$ cat src/rtl/rs_pkg.sv
package rs_pkg;

    typedef enum logic [1:0] {
        SLOT_FREE  = 2'd0,
        SLOT_WAIT  = 2'd1,
        SLOT_READY = 2'd2,
        SLOT_EXEC  = 2'd3
    } slot_state_e;

endpackage

$ cat src/rtl/rs_slot.sv
module rs_slot
    import rs_pkg::*;
#(
    parameter int OP_W   = 4,
    parameter int DATA_W = 32,
    parameter int TAG_W  = 4,
    parameter int SEQ_W  = 3,
    parameter logic [TAG_W-1:0] MY_TAG = '0
) (
    input  logic              clk,
    input  logic              rst_n,
    input  logic              alloc,
    input  logic [OP_W-1:0]   in_op,
    input  logic              in_a_real,
    input  logic [DATA_W-1:0] in_a_val,
    input  logic [TAG_W-1:0]  in_a_tag,
    input  logic              in_b_real,
    input  logic [DATA_W-1:0] in_b_val,
    input  logic [TAG_W-1:0]  in_b_tag,
    input  logic [SEQ_W-1:0]  in_seq,
    input  logic              cdb_valid,
    input  logic [TAG_W-1:0]  cdb_tag,
    input  logic [DATA_W-1:0] cdb_data,
    input  logic              grant,
    output logic              busy,
    output logic              ready,
    output logic [OP_W-1:0]   op_q,
    output logic [DATA_W-1:0] a_q,
    output logic [DATA_W-1:0] b_q,
    output logic [SEQ_W-1:0]  seq_q
);

    slot_state_e state_q, state_d;

    logic              a_real_q, b_real_q, a_real_d, b_real_d;
    logic [TAG_W-1:0]  a_tag_q, b_tag_q, a_tag_d, b_tag_d;
    logic [DATA_W-1:0] a_d, b_d;
    logic [OP_W-1:0]   op_d;
    logic [SEQ_W-1:0]  seq_d;
    logic              bus_self;

    assign bus_self = cdb_valid && (cdb_tag == MY_TAG);

    // Operand capture: on issue (including same-cycle wakeup) or while waiting.
    always_comb begin
        a_real_d = a_real_q;
        b_real_d = b_real_q;
        a_tag_d  = a_tag_q;
        b_tag_d  = b_tag_q;
        a_d      = a_q;
        b_d      = b_q;
        op_d     = op_q;
        seq_d    = seq_q;
        if (alloc) begin
            op_d     = in_op;
            seq_d    = in_seq;
            a_real_d = in_a_real;
            a_d      = in_a_val;
            a_tag_d  = in_a_tag;
            b_real_d = in_b_real;
            b_d      = in_b_val;
            b_tag_d  = in_b_tag;
            if (!in_a_real && cdb_valid && (cdb_tag == in_a_tag)) begin
                a_real_d = 1'b1;
                a_d      = cdb_data;
            end
            if (!in_b_real && cdb_valid && (cdb_tag == in_b_tag)) begin
                b_real_d = 1'b1;
                b_d      = cdb_data;
            end
        end else if (state_q == SLOT_WAIT) begin
            if (!a_real_q && cdb_valid && (cdb_tag == a_tag_q)) begin
                a_real_d = 1'b1;
                a_d      = cdb_data;
            end
            if (!b_real_q && cdb_valid && (cdb_tag == b_tag_q)) begin
                b_real_d = 1'b1;
                b_d      = cdb_data;
            end
        end
    end

    // Next-state logic of the slot machine.
    always_comb begin
        state_d = state_q;
        unique case (state_q)
            SLOT_FREE:  if (alloc)
                            state_d = (a_real_d && b_real_d) ? SLOT_READY : SLOT_WAIT;
            SLOT_WAIT:  if (a_real_d && b_real_d) state_d = SLOT_READY;
            SLOT_READY: if (grant)    state_d = SLOT_EXEC;
            SLOT_EXEC:  if (bus_self) state_d = SLOT_FREE;
            default:    state_d = SLOT_FREE;
        endcase
    end

    // State register.
    always_ff @(posedge clk) begin
        if (!rst_n) state_q <= SLOT_FREE;
        else        state_q <= state_d;
    end

    // Payload registers.
    always_ff @(posedge clk) begin
        if (!rst_n) begin
            a_real_q <= 1'b0;
            b_real_q <= 1'b0;
            a_tag_q  <= '0;
            b_tag_q  <= '0;
            a_q      <= '0;
            b_q      <= '0;
            op_q     <= '0;
            seq_q    <= '0;
        end else begin
            a_real_q <= a_real_d;
            b_real_q <= b_real_d;
            a_tag_q  <= a_tag_d;
            b_tag_q  <= b_tag_d;
            a_q      <= a_d;
            b_q      <= b_d;
            op_q     <= op_d;
            seq_q    <= seq_d;
        end
    end

    // Outputs decoded from the state register.
    always_comb begin
        busy  = (state_q != SLOT_FREE);
        ready = (state_q == SLOT_READY);
    end

endmodule

$ cat src/rtl/rs_alloc.sv
module rs_alloc #(
    parameter int N_SLOTS = 4,
    parameter int IDX_W   = 2
) (
    input  logic [N_SLOTS-1:0] busy,
    output logic               full,
    output logic [IDX_W-1:0]   idx
);

    always_comb begin
        full = 1'b1;
        idx  = '0;
        for (int i = N_SLOTS - 1; i >= 0; i--) begin
            if (!busy[i]) begin
                full = 1'b0;
                idx  = IDX_W'(i);
            end
        end
    end

endmodule

$ cat src/rtl/rs_pick.sv
module rs_pick #(
    parameter int N_SLOTS = 4,
    parameter int IDX_W   = 2,
    parameter int SEQ_W   = 3
) (
    input  logic [N_SLOTS-1:0]            ready,
    input  logic [N_SLOTS-1:0][SEQ_W-1:0] seq,
    output logic [N_SLOTS-1:0]            sel,
    output logic                          any,
    output logic [IDX_W-1:0]              idx
);

    function automatic logic is_older(input logic [SEQ_W-1:0] x,
                                      input logic [SEQ_W-1:0] y);
        logic [SEQ_W-1:0] diff;
        diff = x - y;
        return diff[SEQ_W-1];
    endfunction

    for (genvar i = 0; i < N_SLOTS; i++) begin : g_win
        logic win;
        always_comb begin
            win = ready[i];
            for (int j = 0; j < N_SLOTS; j++) begin
                if (j != i && ready[j] && is_older(seq[j], seq[i]))
                    win = 1'b0;
            end
        end
        assign sel[i] = win;
    end

    always_comb begin
        any = |ready;
        idx = '0;
        for (int i = 0; i < N_SLOTS; i++)
            if (sel[i]) idx = IDX_W'(i);
    end

endmodule

$ cat src/rtl/rs_array.sv
module rs_array #(
    parameter int N_SLOTS = 4,
    parameter int UNIT_W  = 2,
    parameter int UNIT_ID = 1,
    parameter int OP_W    = 4,
    parameter int DATA_W  = 32,
    localparam int IDX_W  = $clog2(N_SLOTS),
    localparam int TAG_W  = UNIT_W + IDX_W
) (
    input  logic              clk,
    input  logic              rst_n,
    input  logic              issue_valid,
    input  logic [OP_W-1:0]   issue_op,
    input  logic              issue_a_real,
    input  logic [DATA_W-1:0] issue_a_val,
    input  logic [TAG_W-1:0]  issue_a_tag,
    input  logic              issue_b_real,
    input  logic [DATA_W-1:0] issue_b_val,
    input  logic [TAG_W-1:0]  issue_b_tag,
    output logic              issue_stall,
    output logic [TAG_W-1:0]  issue_tag,
    input  logic              cdb_valid,
    input  logic [TAG_W-1:0]  cdb_tag,
    input  logic [DATA_W-1:0] cdb_data,
    output logic              fu_valid,
    input  logic              fu_ready,
    output logic [OP_W-1:0]   fu_op,
    output logic [DATA_W-1:0] fu_a,
    output logic [DATA_W-1:0] fu_b,
    output logic [TAG_W-1:0]  fu_tag
);

    localparam int SEQ_W = IDX_W + 1;
    localparam logic [UNIT_W-1:0] UNIT_CODE = UNIT_W'(UNIT_ID);

    logic [N_SLOTS-1:0]            slot_busy, slot_ready, grant_vec, alloc_vec;
    logic [N_SLOTS-1:0][SEQ_W-1:0] slot_seq;
    logic [OP_W-1:0]               slot_op [N_SLOTS];
    logic [DATA_W-1:0]             slot_a  [N_SLOTS];
    logic [DATA_W-1:0]             slot_b  [N_SLOTS];
    logic [IDX_W-1:0]              alloc_idx, pick_idx;
    logic                          full, issue_fire, pick_any;
    logic [SEQ_W-1:0]              seq_ctr;

    rs_alloc #(.N_SLOTS(N_SLOTS), .IDX_W(IDX_W)) u_alloc (
        .busy (slot_busy),
        .full (full),
        .idx  (alloc_idx)
    );

    assign issue_stall = full;
    assign issue_tag   = {UNIT_CODE, alloc_idx};
    assign issue_fire  = issue_valid && !full;

    always_ff @(posedge clk) begin
        if (!rst_n)          seq_ctr <= '0;
        else if (issue_fire) seq_ctr <= seq_ctr + 1'b1;
    end

    for (genvar i = 0; i < N_SLOTS; i++) begin : g_slot
        localparam logic [TAG_W-1:0] SLOT_TAG = {UNIT_CODE, IDX_W'(i)};

        assign alloc_vec[i] = issue_fire && (alloc_idx == IDX_W'(i));

        rs_slot #(
            .OP_W   (OP_W),
            .DATA_W (DATA_W),
            .TAG_W  (TAG_W),
            .SEQ_W  (SEQ_W),
            .MY_TAG (SLOT_TAG)
        ) u_slot (
            .clk       (clk),
            .rst_n     (rst_n),
            .alloc     (alloc_vec[i]),
            .in_op     (issue_op),
            .in_a_real (issue_a_real),
            .in_a_val  (issue_a_val),
            .in_a_tag  (issue_a_tag),
            .in_b_real (issue_b_real),
            .in_b_val  (issue_b_val),
            .in_b_tag  (issue_b_tag),
            .in_seq    (seq_ctr),
            .cdb_valid (cdb_valid),
            .cdb_tag   (cdb_tag),
            .cdb_data  (cdb_data),
            .grant     (grant_vec[i] && fu_ready),
            .busy      (slot_busy[i]),
            .ready     (slot_ready[i]),
            .op_q      (slot_op[i]),
            .a_q       (slot_a[i]),
            .b_q       (slot_b[i]),
            .seq_q     (slot_seq[i])
        );
    end

    rs_pick #(.N_SLOTS(N_SLOTS), .IDX_W(IDX_W), .SEQ_W(SEQ_W)) u_pick (
        .ready (slot_ready),
        .seq   (slot_seq),
        .sel   (grant_vec),
        .any   (pick_any),
        .idx   (pick_idx)
    );

    always_comb begin
        fu_valid = pick_any;
        fu_tag   = {UNIT_CODE, pick_idx};
        fu_op    = '0;
        fu_a     = '0;
        fu_b     = '0;
        for (int i = 0; i < N_SLOTS; i++) begin
            if (grant_vec[i]) begin
                fu_op = slot_op[i];
                fu_a  = slot_a[i];
                fu_b  = slot_b[i];
            end
        end
    end

endmodule

$ cat config.mk
export PLATFORM = sky130hd
export DESIGN_NAME = rs_array
export DESIGN_NICKNAME = d
export VERILOG_FILES = /design/src/rtl/rs_pkg.sv /design/src/rtl/rs_slot.sv /design/src/rtl/rs_alloc.sv /design/src/rtl/rs_pick.sv /design/src/rtl/rs_array.sv
export SDC_FILE = /design/constraint.sdc
export NUM_CORES = 1
export LEC_CHECK = 0
export ABC_AREA = 1
export CAP_MARGIN = 0
export CORE_ASPECT_RATIO = 0.75
export CORE_MARGIN = 2
export CORE_UTILIZATION = 45
export CTS_BUF_LIST = sky130_fd_sc_hd__clkbuf_2
export DETAILED_ROUTE_END_ITERATION = 10
export PLACE_DENSITY = 0.73
export SYNTH_ARGS = -nofsm -noshare
export SYNTH_HDL_FRONTEND = slang
export SYNTH_SLANG_ARGS = --single-unit
$ cat constraint.sdc
create_clock -name clk -period 3.1 [get_ports clk]
set_input_delay 0.62 -clock clk [delete_from_list [all_inputs] [get_ports clk]]
set_output_delay 0.62 -clock clk [all_outputs]
set_load 0.005 [all_outputs]
==> key figures, run 1 <==
Layout
  • Area occupied by multi-input gates: 11900 µm²
  • Register area: 6730 µm²
  • Area grow syn2layout: 33.7%
  • Layout cells sized above 1: 0.229
  • Post-layout util: 0.614
  • Post-route cell area: 25200 µm²
  • # nets final: 3328
  • Filler cell count: approximately 3500

Worst setup path
  • Largest delay share family, worst path: buffers and inverters
  • Startpoint types: flop
  • WS Path Type: flop to output pin
  • Critical Path RT: 2.48 ns
  • Data arrival time of the critical path: 3.19 ns
  • Critical-path cell list: inv_4 > ha_4 > nand2_4 > nand2_2 > nand2_2 > nand3_2 > nand2_4 > nor2_8 > buf_12 > clkinv_8 > buf_12 > buf_12 > buf_8 > nand3_2 > a31oi_1 > buf_2
  • Crit-path max cell delay: 0.41 ns
  • Critical path's slowest cell: dfxtp_4
  • Launching point of the worst reg2reg path: g_slot[2].u_slot.state_q[1]
  • Buf/Inv on CP: 7
  • CP endpoint kind: output pin
  • Most used cell, CP: buf_12
  • Crit path from: g_slot[2].u_slot.seq_q[1]
  • Crit Path Max Fanout: 7

Global routing
  • Vias in the first global route: 22500
  • Total global-route track usage: 0.361
  • Antenna violations before repair: 5
  • Pin count of the biggest net entering global routing: 100
  • Total grt overflow: 0
  • First-pass GRT wire length: ~120000 µm

Place
  • Post-DP HPWL: roughly 47000 µm
  • Placed instance area: 22000 µm²
  • Port buffer count: 192
  • RePlAce Congestion: 0.914

Min path
  • Hold Path Origin: rst_n
  • Worst hold path class: input port to flop

STA
  • Final Slew Violations: 0
  • Slew of the pin with the lowest slew margin: 0.895 ns
  • Final min period: between 3 and 4 ns
  • Crit share post-route: 1.23
  • Fmax: 0.262 GHz
  • Setup Viol. Count Final: 70
  • Worst Skew: between 0.07 and 0.08 ns
  • Rel. slew slack: 0.403
  • PnR worst setup slack: -0.712 ns
  • RSZ-0062 raised after global routing: yes
  • Fin. Hold Viols: 0

Floorplanning
  • Initial Utilization: 0.459
  • Die footprint: 43600 µm²
  • Num ports: just under 200
  • Placeable Area: a little over 40000 µm²
  • DIE HEIGHT: 181 µm
  • Num rows: 64
  • Die width: 240 µm

Clocking
  • Clk buf depth: 3
  • Worst-path clk slew: 0.12 ns
  • TritonCTS clock tree: yes
  • Clk Latency, worst-skew pair: 1.03 ns
  • Hold Buf Count CTS: 0
  • H-tree Lvls: 3
  • Cts bufs inserted: 83
  • Clock sinks: between 300 and 400
  • Clock Tree Root: clkbuf_2

Outcome
  • Outcome: finished with violations
  • Failing checks: negative setup slack

Yosys
  • Synth Cell Area: 18900 µm²
  • Top cells by area, synth: dfxtp_1, nand2_1, a31oi_1
  • Synth Warn #: 0
  • Area leader, netlist: dfxtp_1
  • Synth top area share: 0.355
  • Syn Inst Count: 2889
  • Synth Flop Type: dfxtp_1
  • Avg Inst Size Synth: 6.53 µm²
  • Yosys cell types: 37
  • #FFs+latches synth: 335
  • Register area share after synthesis: 0.355
  • Post-synth EDFFs: 0
  • Ys async rst share: 0

Pwr
  • Overall power: 19.2 mW
  • Pleak: 9.64 nW
  • Pwr Density: around 760 nW/µm²
  • Worst ir drop on vdd: a little over 0.0004 V

Routing
  • Drt wl/cell: around 22 µm
  • Vias per cell: 6.12
  • DR pass1 iterations: 9
  • Total Wirelength: 82300 µm
  • Antenna viol nets, final: 0
  • Routed vias: 23200
  • DR iter-0 viols: approximately 3600
  • Remaining DRCs: 0

Run
  • Max Cap Viol: 0
==> power breakdown <==
group | switching [mW] | internal [mW] | leakage [nW]
clock network | 1.90 | 1.01 | 0.523
logic | 6.21 | 4.48 | 6.39
registers | 0.562 | 5.06 | 2.73
==> worst paths after layout <==
check / end / cells after the start / slack [ns]
max reg2reg: g_slot[2].u_slot.b_q[25] / 10 / 0.53
min: g_slot[1].u_slot.a_q[30] / 3 / 0.22
max: fu_a[7] / 16 / -0.71
min reg2reg: g_slot[3].u_slot.b_tag_q[3] / 2 / 0.48
==> flip-flops by register name, summed over array words and instances (netlist names) <==
| name | count |
|---|---|
| g_slot.u_slot.state_q | 8 |
| g_slot.u_slot.b_real_q | 4 |
| seq_ctr | 3 |
| g_slot.u_slot.op_q | 16 |
| g_slot.u_slot.a_real_q | 4 |
| g_slot.u_slot.b_tag_q | 16 |
| g_slot.u_slot.seq_q | 12 |
| g_slot.u_slot.a_q | 128 |
| g_slot.u_slot.b_q | 128 |
| g_slot.u_slot.a_tag_q | 16 |
==> worst reg2reg max path: cells and delay by family (launching register included) <==
family,cells,cell delay (ns)
buf+inv,5,1.21
simple gates,3,0.57
flops,1,0.35
fa+ha+maj,1,0.20
compound gates,1,0.10
==> synthesized netlist by cell type, types with 23 or more instances <==
cell type,number
buf_2,72
nor2_1,257
dfxtp_1,335
a31oi_1,298
o21ai_2,23
nand3_1,190
ha_1,30
buf_1,26
inv_1,149
nand2_1,1040
o21ai_0,87
a21oi_1,104
nand3_2,35
clkbuf_1,77
o21ai_1,37
==> cell usage in the layout (no fill, tap or decap), types with 6 or more instances in the layout <==
cell type / count
inv_1: 136
nor2_2: 6
dfxtp_1: 325
nand2_4: 14
buf_16: 10
nand2_1: 1014
a21oi_2: 33
nor2_4: 6
inv_2: 22
buf_8: 23
buf_4: 95
o21ai_0: 86
clkdlybuf4s50_1: 117
o21ai_1: 38
nand2_2: 20
xnor2_1: 7
buf_6: 41
nand3_1: 122
a31oi_4: 31
clkbuf_2: 121
ha_4: 15
a21oi_1: 77
o21ai_2: 23
nand3_4: 27
nand3_2: 76
ha_1: 12
buf_12: 59
clkinv_1: 10
a31oi_1: 269
a31oi_2: 18
buf_2: 66
dfxtp_2: 7
nor2_1: 253
==> cell type report <==
cell class                 instances  share of cell area
antenna                            4            0.000397
clock buffer                     121              0.0240
clock inverter                    11             0.00164
inverter                         168              0.0265
multi-input combinational       2174               0.472
sequential                       335               0.267
tap                              561              0.0278
timing repair buffer             417               0.181
==> per-stage QoR <==
stage | cells | worst slack (ns) | hold slack, ns | setup TNS (ns)
2_1_floorplan | 2891 | 0.704 | 0.430 | 0
3_3_place_gp | 3569 | -0.167 | 0.444 | -2.42
3_5_place_dp | 3569 | -0.248 | 0.460 | -4.22
4_1_cts | 3780 | -0.768 | 0.144 | -47.84
5_1_grt | 3791 | -0.839 | 0.174 | -53.60
6_report | 3791 | -0.712 | 0.220 | -43.79
==> per-layer routing <==
layer  GRT usage  up-vias  part of all wire
met5           0        -           0.00034
met4       0.205        4             0.062
met3       0.110      498              0.14
met2       0.554     1925              0.43
met1       0.447    10600              0.36
li1            -    10200                 -
==> kinds of logic (layout without fill, tap and decap cells) <==
family / Yosys count / count (layout) / share of synthesized area
fa+ha+maj: 30 / 30 / 0.0199
other cells: 2 / 8 / 0.000398
flops: 335 / 335 / 0.355
compound gates: 587 / 587 / 0.191
xor+xnor: 7 / 7 / 0.00325
simple gates: 1546 / 1546 / 0.337
buf+inv: 382 / 717 / 0.0926
==> repair_timing <==
action	4_1_cts	5_1_grt
pin swaps	75	52
buffers inserted	71	15
gates resized for setup	561	139
gates cloned	14	2
endpoints found under the setup margin	74	71
(Power assumes the default switching activity.)
==> run 2: changes to the inputs <==
--- a/config.mk
+++ b/config.mk
@@ -8,7 +8,6 @@
 export ABC_AREA = 1
 export CAP_MARGIN = 0
 export CORE_ASPECT_RATIO = 0.75
-export CORE_MARGIN = 2
 export CORE_UTILIZATION = 45
 export CTS_BUF_LIST = sky130_fd_sc_hd__clkbuf_2
 export DETAILED_ROUTE_END_ITERATION = 10
==> key figures, run 2 (synthesis gave the netlist of run 1 again) <==
STA
  • Worst hold margin: 0.226 ns (+0.00599 ns)
  • Final Slew Violations: 0 (unchanged)
  • Rel. slew slack: 0.491 (+0.0876)
  • Fmax: 0.253 GHz (-3.7%)
  • Fin. Hold Viols: 0 (unchanged)
  • Worst Skew: 0.0823 ns (+0.0111 ns)
  • Setup Viol. Count Final: 70 (unchanged)
  • Crit share post-route: 1.28 (+0.0474)
  • RSZ-0062 raised after global routing: yes
  • Final min period: 3.96 ns (+0.147 ns)
  • PnR worst setup slack: -0.859 ns (-0.147 ns)
  • Slew of the pin with the lowest slew margin: 0.763 ns (-0.132 ns)
  • Post-route setup TNS: -48.19 ns (-4.40 ns)

Layout
  • Top Registers: g_slot.u_slot.a_q: 128 flops, g_slot.u_slot.b_q: 128 flops
  • Commonest non-fill, non-tap cell in the layout: nand2_1
  • Post-layout util: 0.608 (-0.00579)
  • Filler cell count: 3575 (+1.8%)
  • Layout Cells excl Fill: 3769 (-0.58%)
  • Layout cells sized above 1: 0.215 (-0.0139)
  • Most frequent cells in the layout: nand2_1, dfxtp_1, a31oi_1, nor2_1, inv_1
  • # nets final: 3292 (-1.1%)
  • Area grow syn2layout: 32.4%

Routing
  • DR iter-0 viols: 3535 (-1.2%)
  • Vias per cell: 6.05 (-1.1%)
  • DR pass1 iterations: 7 (-2)
  • Remaining DRCs: 0 (unchanged)
  • Antenna viol nets, final: 0 (unchanged)
  • Drt wl/cell: 21.6 µm (-0.50%)
  • Routed vias: 22800 (-1.7%)
  • Total Wirelength: 81400 µm (-1.1%)

Worst setup path
  • Data arrival time of the critical path: 3.34 ns (+0.15 ns)
  • CP endpoint kind: output pin
  • Launching point of the worst reg2reg path: g_slot[0].u_slot.state_q[1]
  • Critical Path RT: 2.48 ns (about the same)
  • R2R Path End: g_slot[3].u_slot.b_q[11]
  • R2r worst-path depth: 12 (+2)
  • WS Path Type: flop to output pin
  • Reg-to-reg setup timing slack: 0.38 ns (-0.15 ns)
  • Crit Path Max Fanout: 7 (unchanged)
  • Startpoint types: flop

Place
  • RePlAce Congestion: 0.923 (+1.1%)
  • Port buffer count: 192 (unchanged)
  • Post-DP HPWL: 46200 µm (-2.6%)
  • Placed cell count: 3548 (-0.59%)
  • Dpl ws: -0.191 ns (+0.0575 ns)

Global routing
  • Antenna violations before repair: 1 (-4)
  • First-pass GRT wire length: 121000 µm (-1.5%)
  • M2 GR Usage: 0.562 (+0.00735)
  • GR met1 Demand/Resource: 0.455 (+0.00778)
  • Total grt overflow: 0 (unchanged)
  • Pin count of the biggest net entering global routing: 94 (-6.0%)
  • Global routing's busiest layer: met2
  • Vias in the first global route: 21500 (-4.5%)
  • Met3 GRT Util: 0.129 (+0.0194)
  • Total global-route track usage: 0.366 (+0.00503)

Clocking
  • Clk buf depth: 3 (unchanged)
  • Cts bufs inserted: 85 (+2.4%)
  • Clock Tree Root: clkbuf_2
  • Worst-path clk slew: 0.11 ns (about the same)
  • Clk Latency, worst-skew pair: 1.07 ns (+0.04 ns)
  • Clock sinks: 335 (unchanged)
  • H-tree Lvls: 3 (unchanged)
  • TritonCTS clock tree: yes

Floorplanning
  • Initial Utilization: 0.459 (unchanged)
  • Num ports: 197 (unchanged)
  • Die width: 238 µm (-0.83%)
  • DIE HEIGHT: 179 µm (-1.1%)
  • Die footprint: 42800 µm² (-1.9%)
  • Placeable Area: 41100 µm² (unchanged)
  • Num rows: 64 (unchanged)

Pwr
  • Worst ir drop on vdd: 0.000368 V (-9.6%)
  • Pwr Density: 777 nW/µm² (+1.9%)
  • Pleak: 9.49 nW (-1.7%)

Min path
  • Hold Path End: g_slot[1].u_slot.b_q[21]
  • Hold Path Origin: cdb_data[21]
  • Worst hold path class: input port to flop
  • WHS Path Cells: 3 (unchanged)

Run
  • Max Cap Viol: 0 (unchanged)

Outcome
  • Failing checks: negative setup slack
  • Outcome: finished with violations
[run 2: layer usage]
metal	wire length, µm	vias up
met2	34200	1859
met4	4870	0
met3	12500	481
met5	0	-
met1	29800	10400
li1	-	10100
[run 2: area by class of cell]
cell class | instances | area (µm²) | share of cell area
clock inverters | 26 | 151 | 0.00606
flip-flops and latches | 335 | 6720 | 0.269
clock buffers | 125 | 626 | 0.0250
inverters | 168 | 672 | 0.0269
diodes | 1 | 2.50 | 0.000100
well taps | 561 | 702 | 0.0281
repair buffers | 379 | 4200 | 0.168
multi-input cells | 2174 | 11900 | 0.477
[run 2: power breakdown]
part | switching [mW] | internal, mW
clock | 2.02 | 1.24
combinational | 6.20 | 4.34
sequential | 0.554 | 5.06
total | 8.77 | 10.6
[run 2: critical path, stage by stage (launching register included)]
cell and delay [ns]:
dfxtp_2 0.36, inv_2 0.05, buf_6 0.12, ha_2 0.16, inv_2 0.07, nand2_1 0.05
nand2_1 0.08, nand3_2 0.09, nand2_4 0.10, nor2_8 0.07, nor2_4 0.14, buf_6 0.14
buf_12 0.15, buf_12 0.15, nand3_2 0.06, a31oi_1 0.21, buf_4 0.19, buf_6 0.10
[run 2: repair_timing]
item | in CTS | in global routing
hold endpoints to repair | 2 | 0
setup buffers | 54 | 8
hold buffers | 1 | 0
pin swaps | 83 | 62
cloned | 15 | 2
gates resized for setup | 549 | 110
setup endpoints to repair | 74 | 70
[run 2: through the flow]
step / power (mW) / instance area, µm²
floorplan: 9.81 / 18900
global placement: 12.9 / 21800
detailed placement: 13.0 / 21800
CTS: 18.4 / 24500
global route: 20.1 / 25000
finish: 19.4 / 25000
[run 2: how the worst max path moves through the flow]
stage,start,endpoint,slack [ns]
after global placement,g_slot[2].u_slot.seq_q[1],fu_b[24],-0.18
final,g_slot[2].u_slot.seq_q[1],fu_b[10],-0.86
after CTS,g_slot[1].u_slot.seq_q[1],fu_a[22],-0.80
after floorplan,g_slot[0].u_slot.seq_q[1],fu_a[10],0.70
after detailed placement,g_slot[0].u_slot.seq_q[1],fu_b[24],-0.19
after global routing,g_slot[2].u_slot.seq_q[1],fu_b[10],-1.03
